## src/rtl/ebus_pkg.sv

```systemverilog
package ebus_pkg;

   typedef enum logic [2:0] {
      ST_IDLE   = 3'd0,
      ST_DRIVE  = 3'd1,
      ST_SAMPLE = 3'd2,
      ST_HOLD   = 3'd3,
      ST_FAULT  = 3'd4
   } ebus_state_e;

   typedef enum logic [1:0] {
      HIT_NONE = 2'd0,
      HIT_ONE  = 2'd1,
      HIT_MANY = 2'd2
   } ebus_hit_e;

endpackage

```

## src/rtl/ebus_rgn_dec.sv

```systemverilog
module ebus_rgn_dec
   import ebus_pkg::*;
#(
   parameter int ADDR_W  = 32,
   parameter int NUM_RGN = 4,
   parameter int WAIT_W  = 4
) (
   input  logic [ADDR_W-1:0]         addr,
   input  logic [NUM_RGN*ADDR_W-1:0] cfg_base,
   input  logic [NUM_RGN*ADDR_W-1:0] cfg_mask,
   input  logic [NUM_RGN-1:0]        cfg_en,
   input  logic [NUM_RGN-1:0]        cfg_int_ack,
   input  logic [NUM_RGN*WAIT_W-1:0] cfg_wait,
   output ebus_hit_e                 hit_kind,
   output logic [NUM_RGN-1:0]        hit_vec,
   output logic                      int_ack,
   output logic [WAIT_W-1:0]         wait_n
);

   localparam int CNT_W = $clog2(NUM_RGN + 1);

   logic [CNT_W-1:0] hit_cnt;

   for (genvar gi = 0; gi < NUM_RGN; gi++) begin : g_rgn
      logic [ADDR_W-1:0] base_m, addr_m;
      assign base_m     = cfg_base[gi*ADDR_W +: ADDR_W] & cfg_mask[gi*ADDR_W +: ADDR_W];
      assign addr_m     = addr & cfg_mask[gi*ADDR_W +: ADDR_W];
      assign hit_vec[gi] = cfg_en[gi] && (addr_m == base_m);
   end

   always_comb begin
      hit_cnt = '0;
      int_ack = 1'b0;
      wait_n  = '0;
      for (int i = 0; i < NUM_RGN; i++) begin
         hit_cnt = hit_cnt + CNT_W'(hit_vec[i]);
         if (hit_vec[i]) begin
            int_ack = int_ack | cfg_int_ack[i];
            wait_n  = wait_n | cfg_wait[i*WAIT_W +: WAIT_W];
         end
      end
   end

   always_comb begin
      if (hit_cnt == '0)
         hit_kind = HIT_NONE;
      else if (hit_cnt == CNT_W'(1))
         hit_kind = HIT_ONE;
      else
         hit_kind = HIT_MANY;
   end

endmodule

```

## src/rtl/ebus_wait_ctr.sv

```systemverilog
module ebus_wait_ctr #(
   parameter int WAIT_W = 4
) (
   input  logic              clk,
   input  logic              rst_n,
   input  logic              load,
   input  logic [WAIT_W-1:0] load_val,
   input  logic              run,
   output logic              expired
);

   logic [WAIT_W-1:0] cnt_q;

   always_ff @(posedge clk or negedge rst_n) begin
      if (!rst_n)
         cnt_q <= '0;
      else if (load)
         cnt_q <= load_val;
      else if (run && (cnt_q != '0))
         cnt_q <= cnt_q - WAIT_W'(1);
   end

   assign expired = (cnt_q == '0);

endmodule

```

## src/rtl/ebus_seq.sv

```systemverilog
module ebus_seq
   import ebus_pkg::*;
#(
   parameter int ADDR_W  = 32,
   parameter int DATA_W  = 32,
   parameter int ATTR_W  = 4,
   parameter int NUM_RGN = 4,
   parameter int WAIT_W  = 4
) (
   input  logic                      clk,
   input  logic                      rst_n,
   input  logic                      req_valid,
   output logic                      req_ready,
   input  logic [ADDR_W-1:0]         req_addr,
   input  logic [ATTR_W-1:0]         req_attr,
   input  logic                      req_write,
   input  logic [DATA_W-1:0]         req_wdata,
   output logic                      rsp_done,
   output logic                      rsp_error,
   output logic [DATA_W-1:0]         rsp_rdata,
   input  logic [NUM_RGN*ADDR_W-1:0] cfg_base,
   input  logic [NUM_RGN*ADDR_W-1:0] cfg_mask,
   input  logic [NUM_RGN-1:0]        cfg_en,
   input  logic [NUM_RGN-1:0]        cfg_int_ack,
   input  logic [NUM_RGN*WAIT_W-1:0] cfg_wait,
   output logic [ADDR_W-1:0]         bus_addr,
   output logic [ATTR_W-1:0]         bus_attr,
   output logic                      bus_rw,
   output logic                      bus_ts_n,
   input  logic                      bus_ta_n,
   output logic [NUM_RGN-1:0]        bus_cs_n,
   output logic [DATA_W-1:0]         bus_dout,
   output logic                      bus_doe,
   input  logic [DATA_W-1:0]         bus_din
);

   if (ADDR_W < 1 || DATA_W < 1 || ATTR_W < 1) begin : g_bad_width
      $error("ebus_seq: widths must be at least 1");
   end
   if (NUM_RGN < 1 || NUM_RGN > 32) begin : g_bad_rgn
      $error("ebus_seq: NUM_RGN out of range");
   end
   if (WAIT_W < 1 || WAIT_W > 16) begin : g_bad_wait
      $error("ebus_seq: WAIT_W out of range");
   end

   ebus_state_e state_q, state_d;

   ebus_hit_e         hit_kind;
   logic [NUM_RGN-1:0] hit_vec;
   logic              dec_int_ack;
   logic [WAIT_W-1:0] dec_wait;

   logic [ADDR_W-1:0]  addr_q;
   logic [ATTR_W-1:0]  attr_q;
   logic               wr_q;
   logic [DATA_W-1:0]  wdata_q;
   logic [DATA_W-1:0]  rdata_q;
   logic [NUM_RGN-1:0] cs_q;
   logic               int_q;

   logic fire, ack, expired, active, data_phase;

   ebus_rgn_dec #(
      .ADDR_W (ADDR_W),
      .NUM_RGN(NUM_RGN),
      .WAIT_W (WAIT_W)
   ) u_dec (
      .addr       (req_addr),
      .cfg_base   (cfg_base),
      .cfg_mask   (cfg_mask),
      .cfg_en     (cfg_en),
      .cfg_int_ack(cfg_int_ack),
      .cfg_wait   (cfg_wait),
      .hit_kind   (hit_kind),
      .hit_vec    (hit_vec),
      .int_ack    (dec_int_ack),
      .wait_n     (dec_wait)
   );

   ebus_wait_ctr #(
      .WAIT_W(WAIT_W)
   ) u_wait (
      .clk     (clk),
      .rst_n   (rst_n),
      .load    (fire),
      .load_val((hit_kind == HIT_ONE) ? dec_wait : '0),
      .run     (state_q == ST_SAMPLE),
      .expired (expired)
   );

   assign fire = req_valid && (state_q == ST_IDLE);
   assign ack  = int_q ? expired : !bus_ta_n;

   always_comb begin
      state_d = state_q;
      case (state_q)
         ST_IDLE:   if (fire) state_d = (hit_kind == HIT_MANY) ? ST_FAULT : ST_DRIVE;
         ST_DRIVE:  state_d = ST_SAMPLE;
         ST_SAMPLE: if (ack) state_d = ST_HOLD;
         ST_HOLD:   state_d = ST_IDLE;
         ST_FAULT:  state_d = ST_IDLE;
         default:   state_d = ST_IDLE;
      endcase
   end

   always_ff @(posedge clk or negedge rst_n) begin
      if (!rst_n)
         state_q <= ST_IDLE;
      else
         state_q <= state_d;
   end

   always_ff @(posedge clk or negedge rst_n) begin
      if (!rst_n) begin
         addr_q  <= '0;
         attr_q  <= '0;
         wr_q    <= 1'b0;
         wdata_q <= '0;
         cs_q    <= '0;
         int_q   <= 1'b0;
      end else if (fire) begin
         addr_q  <= req_addr;
         attr_q  <= req_attr;
         wr_q    <= req_write;
         wdata_q <= req_wdata;
         cs_q    <= (hit_kind == HIT_ONE) ? hit_vec : '0;
         int_q   <= (hit_kind == HIT_ONE) && dec_int_ack;
      end
   end

   always_ff @(posedge clk or negedge rst_n) begin
      if (!rst_n)
         rdata_q <= '0;
      else if ((state_q == ST_SAMPLE) && ack && !wr_q)
         rdata_q <= bus_din;
   end

   assign active     = (state_q == ST_DRIVE) || (state_q == ST_SAMPLE) || (state_q == ST_HOLD);
   assign data_phase = (state_q == ST_SAMPLE) || (state_q == ST_HOLD);

   assign req_ready = (state_q == ST_IDLE);
   assign rsp_done  = (state_q == ST_HOLD) || (state_q == ST_FAULT);
   assign rsp_error = (state_q == ST_FAULT);
   assign rsp_rdata = rdata_q;

   assign bus_addr = active ? addr_q : '0;
   assign bus_attr = active ? attr_q : '0;
   assign bus_rw   = active ? !wr_q : 1'b1;
   assign bus_ts_n = (state_q != ST_DRIVE);
   assign bus_cs_n = active ? ~cs_q : '1;
   assign bus_doe  = wr_q && data_phase;
   assign bus_dout = bus_doe ? wdata_q : '0;

endmodule

```

## config.mk

```make
export PLATFORM = sky130hd
export DESIGN_NAME = ebus_seq
export DESIGN_NICKNAME = d
export VERILOG_FILES = /design/src/rtl/ebus_pkg.sv /design/src/rtl/ebus_rgn_dec.sv /design/src/rtl/ebus_wait_ctr.sv /design/src/rtl/ebus_seq.sv
export SDC_FILE = /design/constraint.sdc
export NUM_CORES = 1
export LEC_CHECK = 0
export CORE_AREA = 4 4 192 194
export CTS_BUF_LIST = sky130_fd_sc_hd__clkbuf_8
export DETAILED_ROUTE_END_ITERATION = 12
export DIE_AREA = 0 0 196 198
export PLACE_DENSITY = 0.5
export SLEW_MARGIN = 15
export SYNTH_ARGS = -nofsm -noshare
export SYNTH_HDL_FRONTEND = slang
export SYNTH_HIERARCHICAL = 1
export SYNTH_SLANG_ARGS = --single-unit
```

## constraint.sdc

```tcl
create_clock -name clk -period 2.95 [get_ports clk]
set_clock_uncertainty 0.2 [all_clocks]
set_input_delay 0.4425 -clock clk [delete_from_list [all_inputs] [get_ports clk]]
set_output_delay 0.4425 -clock clk [all_outputs]
set_load 0.005 [all_outputs]
```

==> out/qor.yml <==
status:
  outcome: "finished with violations"
  violations: "negative setup slack"
pwr:
  leakagePower_nw: 6.58
  ir_drop_uv: 306
  powerDensity_mw_per_mm2: 623
layout:
  final.fill_count: 3650
  layout-drive-gt1-share: 0.205
  post-route-util: 0.398
  syn2layout_area_growth_pct: 97.4
  final_cells: 1833
  final_nets: 1740
min_path:
  min_to: "addr_q[23]$_DFFE_PN0P_"
  hp-class: "input pin to register"
  min_from: "req_addr[23]"
  holdPathStages: 3
synth:
  syn-num-nets: 1164
  syn_area_mm2: 0.00709
  syn_area_per_cell_um2: 9.15
  synth_cell_types: 49
  synth-xor-area-share: 0.159
  synth_edf_count: 0
  synth-seq-cells: 113
  yosysSeqAreaShare: 0.399
  synth_cells: 775
  synth.mux.area_fraction: 0.0508
  ys.flop_type: "dfrtp_1"
  async_reset_ff_frac: 1.00
  synthSimpleGateAreaFrac: 0.247
  synth-adder-area-share: 0.00811
  yosys_warnings: 6
  synth_top_family_by_area: "simple AND/OR/NAND/NOR gates"
  synth-compound-area-share: 0.0968
cts:
  cts_made_buffers: 17
  htree_levels: 4
  clkSinkCount: 113
  clk_pin_slew_ps: 80
  root_buffer: "clkbuf_8"
  cts_buffer_depth: 2
  clock_latency_ps: 470
  cts_tree: "yes"
global_route:
  met2_usage: 0.389
  grt_pass1_wl_um: 59000
  grt_pass1_vias: 8666
  grt_use_total: 0.211
  grt_util_met1: 0.223
  grt_overflow_total: 0
  grt_max_degree: 114
  use_met3: 0.0767
  antenna_found_initial: 25
  busiest_layer: "met2"
routing:
  num_vias: 7948
  post_drt_via_cell_ratio: 4.34
  dr.first_iter.drc_count: 308
  first_pass_iters: 5
  drc_errors: 0
  detail-route-antenna-nets: 0
  wire_per_inst_um: 23.1
  wl_um: 42300
critical_path:
  slowest_stage: "clkdlybuf4s50_1"
  reg2regPathDepth: 8
  endpoint_kind: "register"
  reg2reg_to: "rsp_rdata[5]$_DFFE_PN0P_"
  cpPeakStageDelay_ps: 570
  r2r_start: "u_wait/cnt_q[0]$_DFFE_PN0P_"
  critPathArrivalTime_ps: 3520
  crit_path_start_kind: "input pin"
  path_max_fanout: 6
  r2r_setup_slack_ps: 670
  cp_cell_sequence: "clkdlybuf4s50_1, xor2_1, a22o_1, a221oi_2, and4_1, and3_1, ha_2, ha_4, or2_4, nor2_4, nor2b_4, and2_4, nand2b_4, o31a_1"
  worstSetupPathType: "input pin to register"
  cp_data_required_time_ps: 3160
floorplanning:
  fp.coreArea_mm2: 0.0352
  initial_core_util: 0.201
  rows: 69
  dieHeight_um: 198
  fp.dieW_um: 196
  dieArea_mm2: 0.0388
  boundaryPins: 495
place:
  io_buffers: 494
  dpl.cell_count: 1777
  pre_cts_ws_ps: -1610
  place.gp.congestion: 0.892
  hpwl_um: 34900
sta:
  finalSetupTns_ps: -2720
  slew_headroom: 0.338
  drv_slew: 0
  setup_violations: 11
  max_clock_freq_mhz: 302
  period_minus_slack_ps: 3310
  worstMarginPinSlew_ps: 994
  worst_slack_ps: -357
  period_share: 1.12
  rsz0062_at_grt: "true"
  hold_violations: 0
run:
  cap_violations: 0
==> synth_stat cells (10+ instances only) <==
cell	n	area, um2
buf_2	16	80.1
a221oi_1	10	87.6
a22o_1	18	158
nand2_1	238	893
and2_1	44	275
xor2_1	128	1120
clkbuf_1	12	45.0
a22oi_1	20	150
mux2_2	30	338
and3_1	41	257
dfrtp_1	113	2830
nand4_1	17	106
buf_6	10	113
==> power by group <==
part           internal, mW  switching (mW)
sequential             2.26           0.378
clock                 0.829           0.772
combinational          2.53            1.95
total                  5.62            3.10
==> flip-flops by register name, summed over array words and instances (netlist names) <==
signal,count
addr_q,32
attr_q,4
cs_q,4
int_q,1
rsp_rdata,32
state_q,3
u_wait/cnt_q,4
wdata_q,32
wr_q,1
==> critical path, delay by kind of cell <==
kind / cells / cell delay [ps]
simple gates: 7 / 1320
compound gates: 3 / 580
buf+inv: 1 / 570
fa+ha+maj: 2 / 400
xor+xnor: 1 / 200
==> through the flow <==
step / total power, mW / hold WS, ps / cell area [um2]
floorplan: 4.46 / -53.1 / 7120
global placement: 7.14 / 249 / 13100
detailed placement: 7.19 / 255 / 13100
CTS: 8.87 / 51.6 / 13800
global route: 9.35 / 75.7 / 14000
finish: 8.73 / 96.4 / 14000
==> layout by cell type (no fill, tap or decap), drive strengths merged, types with 20 or more instances in the layout <==
cell             n
a22oi           20
and2            44
and3            43
buf            126
clkbuf          30
clkdlybuf4s50  362
dfrtp          113
dlygate4sd2     53
dlymetal6s2s    31
mux2            32
nand2          238
xor2           128
==> layer usage <==
| metal | wire length (um) | up-vias |
|---|---|---|
| met5 | 160 | - |
| met4 | 1180 | 26 |
| met3 | 3100 | 76 |
| met2 | 22300 | 320 |
| met1 | 15500 | 3746 |
| li1 | - | 3780 |
==> cell families (layout without fill, tap and decap cells) <==
kind of cell               Yosys count  count (layout)
AOI/OAI and AO/OA                   78              78
muxes                               32              32
buffers and inverters               47             636
other                                0               8
DFF                                113             113
adders and majority gates            4               4
and+or+nand+nor                    372             372
xor gates and xnor gates           129             129
==> worst max path at each step <==
stage | startpoint | endpoint | cells after the start
6_report | cfg_base[95] | u_wait/cnt_q[0]$_DFFE_PN0P_ | 14
5_1_grt | req_addr[17] | u_wait/cnt_q[0]$_DFFE_PN0P_ | 16
4_1_cts | req_addr[2] | u_wait/cnt_q[0]$_DFFE_PN0P_ | 17
3_5_place_dp | req_addr[17] | u_wait/cnt_q[0]$_DFFE_PN0P_ | 15
3_3_place_gp | req_addr[17] | u_wait/cnt_q[0]$_DFFE_PN0P_ | 15
2_1_floorplan | req_addr[27] | u_wait/cnt_q[3]$_DFFE_PN0P_ | 15
==> what timing repair did <==
item / in CTS / in global routing
hold endpoints to repair: 2 / 0
hold buffers: 1 / 0
setup buffers: 9 / 8
setup endpoints to repair: 11 / 24
resized for setup: 241 / 100
pin swaps: 56 / 66
cloned: 0 / 0
==> layout make-up <==
type,count,area [um2],area share
multi-input cells,615,4390,0.314
inverters,6,23.8,0.00170
diodes,8,20.0,0.00143
flip-flops and latches,113,2830,0.202
clock buffers,17,234,0.0167
well taps,461,577,0.0412
repair buffers,598,5760,0.411
clock inverters,15,169,0.0121
No activity file was read; power rests on OpenSTA's default activity.
